[src/rtl/otc_pkg.sv]
package otc_pkg;
  localparam logic [31:0] CTRL_RUN_CODE  = 32'h1100_0002;
  localparam logic [31:0] CTRL_DONE_MASK = 32'h1100_0000;
  localparam int          LINK_W         = 24;
  localparam logic [LINK_W-1:0] LINK_END = 24'hFF_FFFF;

  typedef enum logic [0:0] {
    ST_IDLE = 1'b0,
    ST_FILL = 1'b1
  } walk_state_e;
endpackage

[src/rtl/otc_cfg.sv]
module otc_cfg
  import otc_pkg::*;
(
  input  logic        clk,
  input  logic        rst_n,
  input  logic        launch_i,
  input  logic [31:0] launch_ctrl_i,
  input  logic        idle_i,
  input  logic        fill_done_i,
  output logic        go_o,
  output logic [31:0] ctrl_o,
  output logic        irq_o
);
  logic        accept;
  logic        ctrl_en;
  logic [31:0] ctrl_d, ctrl_q;
  logic        irq_d, irq_q;

  always_comb begin
    accept  = launch_i && idle_i;
    go_o    = accept && (launch_ctrl_i == CTRL_RUN_CODE);
    ctrl_en = accept || fill_done_i;
    ctrl_d  = ctrl_q;
    if (accept) begin
      ctrl_d = go_o ? launch_ctrl_i : (launch_ctrl_i & ~CTRL_DONE_MASK);
    end else if (fill_done_i) begin
      ctrl_d = ctrl_q & ~CTRL_DONE_MASK;
    end
    irq_d = (accept && !go_o) || fill_done_i;
  end

  always_ff @(posedge clk or negedge rst_n) begin
    if (!rst_n) begin
      ctrl_q <= '0;
      irq_q  <= 1'b0;
    end else begin
      if (ctrl_en) ctrl_q <= ctrl_d;
      irq_q <= irq_d;
    end
  end

  assign ctrl_o = ctrl_q;
  assign irq_o  = irq_q;
endmodule

[src/rtl/otc_walker.sv]
module otc_walker
  import otc_pkg::*;
#(
  parameter int AW = 21,
  parameter int CW = 16
)(
  input  logic          clk,
  input  logic          rst_n,
  input  logic          start_i,
  input  logic [AW-1:0] addr_i,
  input  logic [CW-1:0] count_i,
  input  logic          rdy_i,
  output logic          req_o,
  output logic [AW-1:0] addr_o,
  output logic          last_o,
  output logic          done_o,
  output logic          idle_o
);
  localparam int            RW    = CW + 1;
  localparam logic [RW-1:0] FULL  = RW'(1) << CW;
  localparam logic [RW-1:0] ONE   = RW'(1);
  localparam logic [AW-1:0] STEP  = AW'(4);
  localparam logic [AW-1:0] ALIGN = ~AW'(3);

  walk_state_e   state_q, state_d;
  logic [AW-1:0] cur_q, cur_d;
  logic [RW-1:0] rem_q, rem_d;
  logic          fill, fire, pos_en;

  always_comb begin
    fill   = (state_q == ST_FILL);
    fire   = fill && rdy_i;
    last_o = fill && ((rem_q == ONE) || (cur_q <= STEP));
    done_o = fire && last_o;

    state_d = state_q;
    if (start_i)     state_d = ST_FILL;
    else if (done_o) state_d = ST_IDLE;

    cur_d  = cur_q;
    rem_d  = rem_q;
    pos_en = start_i || fire;
    if (start_i) begin
      cur_d = addr_i & ALIGN;
      rem_d = (count_i == '0) ? FULL : {1'b0, count_i};
    end else if (fire && !last_o) begin
      cur_d = cur_q - STEP;
      rem_d = rem_q - ONE;
    end
  end

  always_ff @(posedge clk or negedge rst_n) begin
    if (!rst_n) begin
      state_q <= ST_IDLE;
      cur_q   <= '0;
      rem_q   <= '0;
    end else begin
      state_q <= state_d;
      if (pos_en) begin
        cur_q <= cur_d;
        rem_q <= rem_d;
      end
    end
  end

  assign req_o  = fill;
  assign addr_o = cur_q;
  assign idle_o = !fill;
endmodule

[src/rtl/otc_entry_gen.sv]
module otc_entry_gen
  import otc_pkg::*;
#(
  parameter int AW = 21
)(
  input  logic [AW-1:0] cur_i,
  input  logic          last_i,
  output logic [31:0]   data_o
);
  logic [LINK_W-1:0] cur_link;
  logic [LINK_W-1:0] below_link;

  always_comb begin
    cur_link   = LINK_W'(cur_i);
    below_link = cur_link - LINK_W'(4);
    data_o     = {8'h00, last_i ? LINK_END : below_link};
  end
endmodule

[src/rtl/otc_dma.sv]
module otc_dma
  import otc_pkg::*;
#(
  parameter int AW = 21,
  parameter int CW = 16
)(
  input  logic          clk,
  input  logic          rst_n,
  input  logic          launch_i,
  input  logic [31:0]   launch_ctrl_i,
  input  logic [AW-1:0] launch_addr_i,
  input  logic [CW-1:0] launch_count_i,
  output logic [31:0]   ctrl_o,
  output logic          busy_o,
  output logic          irq_o,
  output logic          mem_req_o,
  output logic [AW-1:0] mem_addr_o,
  output logic [31:0]   mem_data_o,
  input  logic          mem_rdy_i
);
  logic go, idle, last, fill_done;

  otc_cfg u_cfg (
    .clk          (clk),
    .rst_n        (rst_n),
    .launch_i     (launch_i),
    .launch_ctrl_i(launch_ctrl_i),
    .idle_i       (idle),
    .fill_done_i  (fill_done),
    .go_o         (go),
    .ctrl_o       (ctrl_o),
    .irq_o        (irq_o)
  );

  otc_walker #(.AW(AW), .CW(CW)) u_walker (
    .clk    (clk),
    .rst_n  (rst_n),
    .start_i(go),
    .addr_i (launch_addr_i),
    .count_i(launch_count_i),
    .rdy_i  (mem_rdy_i),
    .req_o  (mem_req_o),
    .addr_o (mem_addr_o),
    .last_o (last),
    .done_o (fill_done),
    .idle_o (idle)
  );

  otc_entry_gen #(.AW(AW)) u_entry (
    .cur_i (mem_addr_o),
    .last_i(last),
    .data_o(mem_data_o)
  );

  assign busy_o = !idle;
endmodule

[config.mk]
export PLATFORM = sky130hd
export DESIGN_NAME = otc_dma
export DESIGN_NICKNAME = d
export VERILOG_FILES = /design/src/rtl/otc_pkg.sv /design/src/rtl/otc_cfg.sv /design/src/rtl/otc_walker.sv /design/src/rtl/otc_entry_gen.sv /design/src/rtl/otc_dma.sv
export SDC_FILE = /design/constraint.sdc
export NUM_CORES = 1
export LEC_CHECK = 0
export ABC_AREA = 1
export ABC_CLOCK_PERIOD_IN_PS = 2900
export CORE_ASPECT_RATIO = 1.4
export CORE_MARGIN = 8
export CORE_UTILIZATION = 39
export DETAILED_ROUTE_END_ITERATION = 12
export PLACE_DENSITY = 0.68
export SYNTH_ARGS = -nofsm -noshare
export SYNTH_HDL_FRONTEND = slang
export SYNTH_SLANG_ARGS = --single-unit
[constraint.sdc]
create_clock -name clk -period 2.9 [get_ports clk]
set_clock_uncertainty 0.2 [all_clocks]
set_input_delay 0.435 -clock clk [delete_from_list [all_inputs] [get_ports clk]]
set_output_delay 0.435 -clock clk [all_outputs]
set_load 0.03 [all_outputs]
* Word level (Yosys, flattened, before mapping) *
Cells that the tools add are included.
Widths: inputs -> output; s select.

cells by class
  reduce and logical (&&, ||, !) cells = 21
  magnitude comparators = 1
  equality and inequality tests = 2
  add/sub/neg operators = 3
  multiplexer cells = 11

operators with widths
  operator               count
  $mux 29                2
  $mux 17                3
  $mux 21                2
  $eq 32x29->1 const B   1
  $mux 32                1
  $mux 24                1
  $sub 21x3->22 const B  1
  $le 21x3->1 const B    1
  $sub 21x3->21 const B  1
  $eq 17x1->1 const B    1
  $sub 17x1->17 const B  1
  $logic_not 16->1       1
  $logic_and 1x1->1      7
  $reduce_and 2->1       3
  $reduce_bool 2->1      3
  $logic_or 1x1->1       4
  $logic_not 1->1        3
  $mux 1                 2

storage, ports and cells
  output and inout port bits = 88
  flip-flop bits (word level) = 72

* Depth between registers and ports, before layout *
Gate-level depths: netlist of the first run.

  depth after elaboration = 7
  depth in mapped cells = 12
  gate-level depth less buffers = 11

* Hierarchy *
A second synthesis of the first run with hierarchy kept.

second synthesis, totals
  cells, all modules = 801
  area, all modules = 5047.3 µm²

modules (own cells, without submodules)
  module         cells each  area an instance (µm²)  sequential area each (µm²)  times used
  otc_walker     489         2921.6                  925.9                       1
  otc_cfg        188         1486.4                  825.8                       1
  otc_entry_gen  123         635.6                   0.0                         1
  otc_dma        1           3.8                     0.0                         1

* Worst setup path after synthesis of the first run *
OpenSTA, ideal clock, no wires.

  kind = reg2out
  start point = register u_walker.cur_q[10], in the netlist u_walker.addr_o[10]
  end point = output mem_data_o[22]
  path slack = 0.311 ns
  cell stages (with the launch flop) = 10
  data arrival time = 1.954 ns
  path through = dfrtp_1 nor2_2 nand2_2 nor2_4 nand3_2 nand3_1 nand2_2 buf_2 nand2_1 buf_4

on the way
  longest elaborated chain between the ends = 4
  elaborated cells between the ends (all ways) = 5

RTL lines
  element                   RTL line             RTL
  start: declaration        otc_walker.sv:26     logic [AW-1:0] cur_q, cur_d;
  start signal: assignment  otc_walker.sv:60     cur_q <= cur_d;
  $le 21x3->1               otc_walker.sv:33     last_o = fill && ((rem_q == ONE) || (cur_q <= STEP));
  $logic_or 1x1->1          otc_walker.sv:33
  $logic_and 1x1->1         otc_walker.sv:33
  $mux 24 (*)               otc_entry_gen.sv:16  data_o = {8'h00, last_i ? LINK_END : below_link};
  end: declaration          otc_dma.sv:18        output logic [31:0] mem_data_o,

Mark *: on every way between the ends. The rest lies on a longest branch, timed or not.

* Worst setup path after layout of the first run *
  start point = register u_walker.cur_q[10], in the netlist u_walker.addr_o[10]
  end point = output mem_data_o[20]

The elaborated chain is that of the path after synthesis.

==> results of run 1 <==
[cell type report]
cell class              count  area [µm²]
flip-flops and latches     70        1750
diodes                      1        2.50
inverters                  41         154
multi-input cells         577        2570
repair buffers            162        1590
well taps                 147         184
clock buffers               9         225
fillers                  1145        5280
clock inverters             7        65.1
[timing repair]
action | 4_1_cts | 5_1_grt
hold endpoints to repair | 24 | 0
pin swaps | 0 | 0
hold buffers | 1 | 0
resized for setup | 3 | 8
endpoints found under the setup margin | 8 | 14
[through the flow]
step	setup slack, ns	utilization [%]	power [µW]	hold WS, ns	std cells
floorplan	0.311	-	1220	-0.0606	731
global placement	0.393	52.5	1430	0.254	996
detailed placement	0.302	52.5	1440	0.257	996
CTS	0.0556	55.2	2520	0.274	1013
global route	0.00282	55.4	2600	0.295	1014
finish	0.139	55.4	2490	0.272	1014
[worst max-delay path: cells and delay by family (launching register included)]
family	cells	cell delay [ns]
buffers and inverters	2	0.36
flip-flops	1	0.45
AND/OR/NAND/NOR	7	0.98
[power by group]
part,leakage [µW],switching (µW),internal (µW)
Combinational,0.00241,211,174
Sequential,0.000921,20.9,1010
Clock,0.000140,474,600
[cells in the final DEF (no fill, tap or decap), types with 3 or more instances in the layout]
| cell type | instances |
|---|---|
| ha_1 | 3 |
| or2_2 | 5 |
| xnor2_1 | 4 |
| buf_12 | 5 |
| xor2_1 | 8 |
| nand3_1 | 108 |
| conb_1 | 10 |
| buf_4 | 32 |
| nand2_1 | 326 |
| nor2_1 | 69 |
| nand3b_1 | 6 |
| clkbuf_16 | 9 |
| nor2_2 | 7 |
| clkdlybuf4s50_1 | 123 |
| dfrtp_1 | 69 |
| nand3_2 | 3 |
| nor2_4 | 5 |
| o21ai_0 | 10 |
| inv_1 | 39 |
| nand4_1 | 6 |
[path summary, 6_finish.rpt]
| kind | from | end | cells after the start |
|---|---|---|---|
| worst min register to register | u_cfg.ctrl_o[4] | u_cfg.ctrl_o[4] | 2 |
| min in group asynchronous | rst_n | u_cfg.ctrl_o[25] | 2 |
| max in group asynchronous | rst_n | u_walker.addr_o[4] | 3 |
| worst max-delay path | u_walker.addr_o[10] | mem_data_o[20] | 9 |
| worst max register to register | u_walker.addr_o[10] | u_walker.rem_q[9] | 8 |
| worst min-delay path | u_cfg.ctrl_o[4] | u_cfg.ctrl_o[4] | 2 |
[cell families (layout without fill, tap and decap cells)]
group                    after synthesis  after routing  share of synthesized area, %
AO/OA/AOI/OAI                         10             10                          1.07
XOR/XNOR                              12             12                          2.24
adder cells (fa/ha/maj)                4              4                          1.07
buffers and inverters                 84            219                          9.43
flip-flops                            70             70                          37.3
other                                  1             11                        0.0798
AND/OR/NAND/NOR                      541            541                          48.8
[routing by layer]
layer  share of wire [%]  vias to the layer above
met4                 2.4                        2
met5               0.089                        -
met3                 6.8                       23
met2                  53                      137
li1                    -                     2515
met1                  38                     2225
[registers in the layout, indices dropped and copies added, names as in the netlist]
register and flops:
u_walker.req_o 1, u_walker.rem_q 17, u_cfg.irq_o 1, u_walker.addr_o 19
u_cfg.ctrl_o 32
==> impl_results.md, run 1 <==
* Power per Cell Area at 381 nW/µm²
* Net total in the final layout at 938
* Final critical-path share of the clock period at 95.2%
* Number of register bits inferred by synthesis at 70
* Fin Setup TNS at 0 ns
* Post-detailed-routing wire length at 14500 µm
* Layer with the highest usage after global routing: met2
* Outcome: completed
* Cell type contributing the most total cell area after synthesis: dfrtp_1
* Cell with the most instances after synthesis: nand2_1
* Signal arrival time at the worst endpoint at 2.13 ns
* Layout area overhead at 39.3%
* Drt drc at 0
* Actual slew at the worst max-slew pin at 0.624 ns
* Hold Crit Class: register to register
* Total number of vias at 4902
* Area post-placement at 6210 µm²
* Number of antenna violations at the first check in global routing at 2
* Number of buffers inserted by post-CTS setup repair at 0
* Quantity of I/O buffers inserted on ports at 148
* Syn Std Cell Area at 4700 µm²
* Slew HR at 58.4%
* Total Die Area at 15900 µm²
* Met1 usage at 20.1%
* Number of warnings reported in the yosys synthesis log at 0
* Leakage power at 0.00348 µW
* Maximum single-stage delay on the critical path at 0.45 ns
* Post-route cell area at 6540 µm²
* Sort of element at the start of the critical path: register
* Wire length of the first global-routing pass at 23800 µm
* Number of optimization iterations in the first detailed-route pass at 5
* Core outline area at 11800 µm²
* M2 GR Usage at 33.3%
* Final hold violation count at 0
* Num Clock Sinks at 70
* GR Util All Layers at 18.6%
* Highest net fanout along the worst path at 11
* Synth Area per Inst at 6.51 µm²
* Post-detailed-route wirelength per cell at 14.3 µm
* Vias in the first global route at 4886
* Series of cell instances along the critical path: nor2_1 -> nand2_1 -> nor2_4 -> nand3_2 -> nand3_1 -> nand2_4 -> buf_4 -> nand3_1 -> buf_4
* Clock-pin slew of the registers on the worst-case setup and hold paths at 0.07 ns
* Detailed Place HPWL at 11200 µm
* Gate count after technology mapping at 722
* Total number of H-tree levels at 3
* Most frequently used flop master after synthesis: dfrtp_1
* Maximum clock frequency at 0.362 GHz
* Number of buffers on the longest clock path at 2
* Setup slack, reg-to-reg at 0.71 ns
* Clock tree from TritonCTS: yes
* Die width at 109 µm
* Maximum number of pins on one net before global-route repair at 49
* Met3 Track Usage GR at 4.52%
* Number of top-level pins at 161
* Floorplan die height at 146 µm
* Initial DRC count at 233
* CP required at 2.27 ns
* Endpoints failing setup at 0
* Synth cell count leaders: nand2_1, nand3_1, nor2_1
* Routability-driven placement congestion ratio at 0.895
* Slowest cell on the critical path: dfrtp_1
* Number of slew-limit violations in the final report at 0
* CTS Root Cell: clkbuf_16
* Detail-routed via count per cell at 4.83
* Unrepaired setup endpoints after global routing: false
* Total congestion overflow at 0
* Number of buffers created by CTS at 9
* Initial cell density of the core at 39.7%
* Clock latency at the later pin of the worst-skew pair at 0.33 ns
* Final antenna-violating net count at 0
* Sequential area share after synthesis at 37.3%
* Area share of the largest cell type after synthesis at 37.3%
* Synth area leaders: dfrtp_1, nand2_1, nand3_1
* Type of the setup path with the least slack: register to output pin
* Final critical path time including I/O delays and setup at 2.76 ns
* Critical path endpoint category: output pin
* Cell row count at 47
* Share of final-layout standard cells stronger than drive strength 1 at 9.47%
* Max rail drop VDD at 306 µV
* Max Cap Violations at 0
* Number of distinct standard cells referenced by the synthesized netlist at 25
* Number of enable flip-flop cells after synthesis at 0
* Post-synthesis async set-or-reset flop share at 100%
Power figures use the tool's default switching activity.
==> run 2: changes to the inputs <==
--- a/config.mk
+++ b/config.mk
@@ -11,6 +11,7 @@
 export CORE_MARGIN = 8
 export CORE_UTILIZATION = 39
 export DETAILED_ROUTE_END_ITERATION = 12
+export HOLD_SLACK_MARGIN = 0.03
 export PLACE_DENSITY = 0.68
 export SYNTH_ARGS = -nofsm -noshare
 export SYNTH_HDL_FRONTEND = slang
==> results of run 2 <==
The final DEF is identical to that of run 1; final timing and power are the same.
==> run 3: changes to the inputs <==
--- a/config.mk
+++ b/config.mk
@@ -6,13 +6,13 @@
 export NUM_CORES = 1
 export LEC_CHECK = 0
 export ABC_AREA = 1
-export ABC_CLOCK_PERIOD_IN_PS = 2900
+export ABC_CLOCK_PERIOD_IN_PS = 2400
 export CORE_ASPECT_RATIO = 1.4
 export CORE_MARGIN = 8
 export CORE_UTILIZATION = 39
 export DETAILED_ROUTE_END_ITERATION = 12
 export HOLD_SLACK_MARGIN = 0.03
-export PLACE_DENSITY = 0.68
+export PLACE_DENSITY = 0.71
 export SYNTH_ARGS = -nofsm -noshare
 export SYNTH_HDL_FRONTEND = slang
 export SYNTH_SLANG_ARGS = --single-unit
==> constraint.sdc (replaced) <==
create_clock -name clk -period 2.4 [get_ports clk]
set_clock_uncertainty 0.2 [all_clocks]
set_input_delay 0.36 -clock clk [delete_from_list [all_inputs] [get_ports clk]]
set_output_delay 0.36 -clock clk [all_outputs]
set_load 0.03 [all_outputs]
==> impl_results.md, run 3 (same netlist as run 1, synthesis figures left out) <==
* Maximum clock frequency at 0.410 GHz
* Clock latency at the later pin of the worst-skew pair at 0.34 ns (was 0.33 ns)
* Vias in the first global route at 5339 (was 4886)
* Highest net fanout along the worst path at 8 (was 11)
* Core outline area at 11800 µm² (unchanged)
* Max Cap Violations at 0 (unchanged)
* Unrepaired setup endpoints after global routing: true (was false)
* Number of antenna violations at the first check in global routing at 0 (was 2)
* Initial DRC count at 202 (was 233)
* Total number of vias at 5260 (was 4902)
* Die width at 109 µm (unchanged)
* CP required at 1.84 ns (was 2.27 ns)
* Detail-routed via count per cell at 4.92 (was 4.83)
* Highest-count cells in the layout ignoring fill and taps: nand2_1, clkdlybuf4s50_1, nand3_1 (unchanged)
* Leakage power at 0.00389 µW (was 0.00348 µW)
* Max rail drop VDD at 354 µV (was 306 µV)
* Footprint of the multi-input gates at 2880 µm² (was 2570 µm²)
* Net total in the final layout at 995 (was 938)
* Total number of H-tree levels at 3 (unchanged)
* Utilization after layout at 63.2% (was 55.4%)
* Cell row count at 47 (unchanged)
* Number of instances in the placed design at 1033 (was 996)
* Number of optimization iterations in the first detailed-route pass at 4 (was 5)
* Clock-pin slew of the registers on the worst-case setup and hold paths at 0.06 ns (was 0.07 ns)
* Wire length of the first global-routing pass at 25200 µm (was 23800 µm)
* Final critical-path share of the clock period at 102%
* Type of the setup path with the least slack: register to output pin (unchanged)
* Number of cells in the finished layout apart from fillers at 1070 (was 1014)
* Register cell area after layout at 1760 µm² (was 1750 µm²)
* Post-detailed-routing wire length at 15800 µm (was 14500 µm)
* Final critical path time including I/O delays and setup at 2.44 ns
* Most common cell after layout, fill and taps aside: nand2_1 (unchanged)
* Outcome: finished, violations left (was completed)
* Power per Cell Area at 431 nW/µm² (was 381 nW/µm²)
* Number of slew-limit violations in the final report at 0 (unchanged)
* Share of final-layout standard cells stronger than drive strength 1 at 20.6% (was 9.47%)
* Number of top-level pins at 161 (unchanged)
* Maximum number of pins on one net before global-route repair at 35 (was 49)
* Ant. Diodes at 0 (was 1)
* Clock tree from TritonCTS: yes (unchanged)
* Endpoints failing setup at 17 (was 0)
* Total congestion overflow at 0 (unchanged)
* Total Die Area at 15900 µm² (unchanged)
* Overall power at 3220 µW (was 2490 µW)
* Final antenna-violating net count at 0 (unchanged)
* Quantity of I/O buffers inserted on ports at 148 (unchanged)
* Sort of element at the start of the critical path: register (unchanged)
* Fill cell instance count of the final layout at 1023 (was 1145)
* Signal arrival time at the worst endpoint at 1.88 ns (was 2.13 ns)
* Detailed Place HPWL at 11600 µm (was 11200 µm)
* Fin Setup TNS at -0.194 ns (was 0 ns)
* CTS Root Cell: clkbuf_16 (unchanged)
* Post-detailed-route wirelength per cell at 14.7 µm (was 14.3 µm)
* Initial cell density of the core at 39.7% (unchanged)
* GR Util All Layers at 19.9% (was 18.6%)
* Floorplan die height at 146 µm (unchanged)
* Failing checks: negative setup slack
* Number of buffers on the longest clock path at 2 (unchanged)
* Drt drc at 0 (unchanged)
* Final setup margin at -0.0372 ns (was 0.139 ns)
* Routability-driven placement congestion ratio at 0.895 (unchanged)
* Post-route cell area at 7470 µm² (was 6540 µm²)
* Num Clock Sinks at 70 (unchanged)
* Area post-placement at 6540 µm² (was 6210 µm²)
* Number of buffers created by CTS at 9 (unchanged)
* Max FFs per register at 32 (unchanged)
* Layout area overhead at 59.1% (was 39.3%)
* Final hold violation count at 0 (unchanged)
* Critical path endpoint category: output pin (unchanged)
* Hold Crit Class: register to register (unchanged)
run 3: cell types whose count changed in the layout (fill, tap and decap cells not counted), moves of 9 or more:
cell / before / now
nand3_4: 0 / 9
nand2_1: 326 / 314
nor2_1: 69 / 55
nand2_2: 1 / 10
nand3_1: 108 / 93
buf_6: 0 / 22
buf_4: 32 / 62
run 3: area by class of cell:
class / instances / area share, %
clock inverter: 7 / 1.41
inverter: 41 / 2.09
tap: 147 / 2.46
timing repair buffer: 219 / 28.9
sequential: 70 / 23.5
multi-input combinational: 577 / 38.6
clock buffer: 9 / 3.01
run 3: power by group:
group / total, µW / switching [µW] / internal (µW) / leakage [µW]
clock: 1500 / 576 / 927 / 0.000159
combinational: 468 / 254 / 213 / 0.00282
sequential: 1250 / 22.7 / 1230 / 0.000912
total: 3220 / 853 / 2370 / 0.00389
run 3: what timing repair did:
action | in CTS | in global routing
hold buffers | 1 | 0
buffers inserted | 13 | 7
pin swaps | 12 | 10
gates resized for setup | 69 | 44
setup endpoints to repair | 24 | 24
endpoints found under the hold margin | 14 | 0
run 3: metal layers:
layer / GRT usage [%] / up-vias / part of all wire [%]
li1: - / 2635 / -
met5: 0 / - / 0
met1: 20.7 / 2421 / 36
met2: 35.7 / 166 / 54
met3: 4.48 / 38 / 6.2
met4: 10.2 / 0 / 3.7
run 3: metrics by stage:
step	worst slack (ns)	hold slack, ns
2_1_floorplan	-0.000366	-0.136
3_3_place_gp	0.0554	0.137
3_5_place_dp	0.0299	0.135
4_1_cts	-0.0218	0.273
5_1_grt	-0.123	0.289
6_report	-0.0372	0.268
run 3: worst paths after layout:
path                            slack, ns  depth (start not counted)                from            endpoint
min in group asynchronous            0.32                          2               rst_n    u_cfg.ctrl_o[30]
worst min register to register       0.27                          2     u_cfg.ctrl_o[1]     u_cfg.ctrl_o[1]
worst min-delay path                 0.27                          2     u_cfg.ctrl_o[1]     u_cfg.ctrl_o[1]
worst max register to register       0.24                         11  u_walker.addr_o[9]  u_walker.rem_q[16]
worst max-delay path                -0.04                          9  u_walker.addr_o[9]      mem_data_o[20]
max in group asynchronous            1.03                          3               rst_n  u_walker.addr_o[6]
run 3: critical path: stages (launching register included):
cell and delay [ns]:
dfrtp_1 0.43, nor2_2 0.17, nand2_1 0.10, nor2_2 0.12, nand3_2 0.11, nand3_2 0.11, nand2_4 0.10, buf_12 0.19
nand3_2 0.08, buf_6 0.14
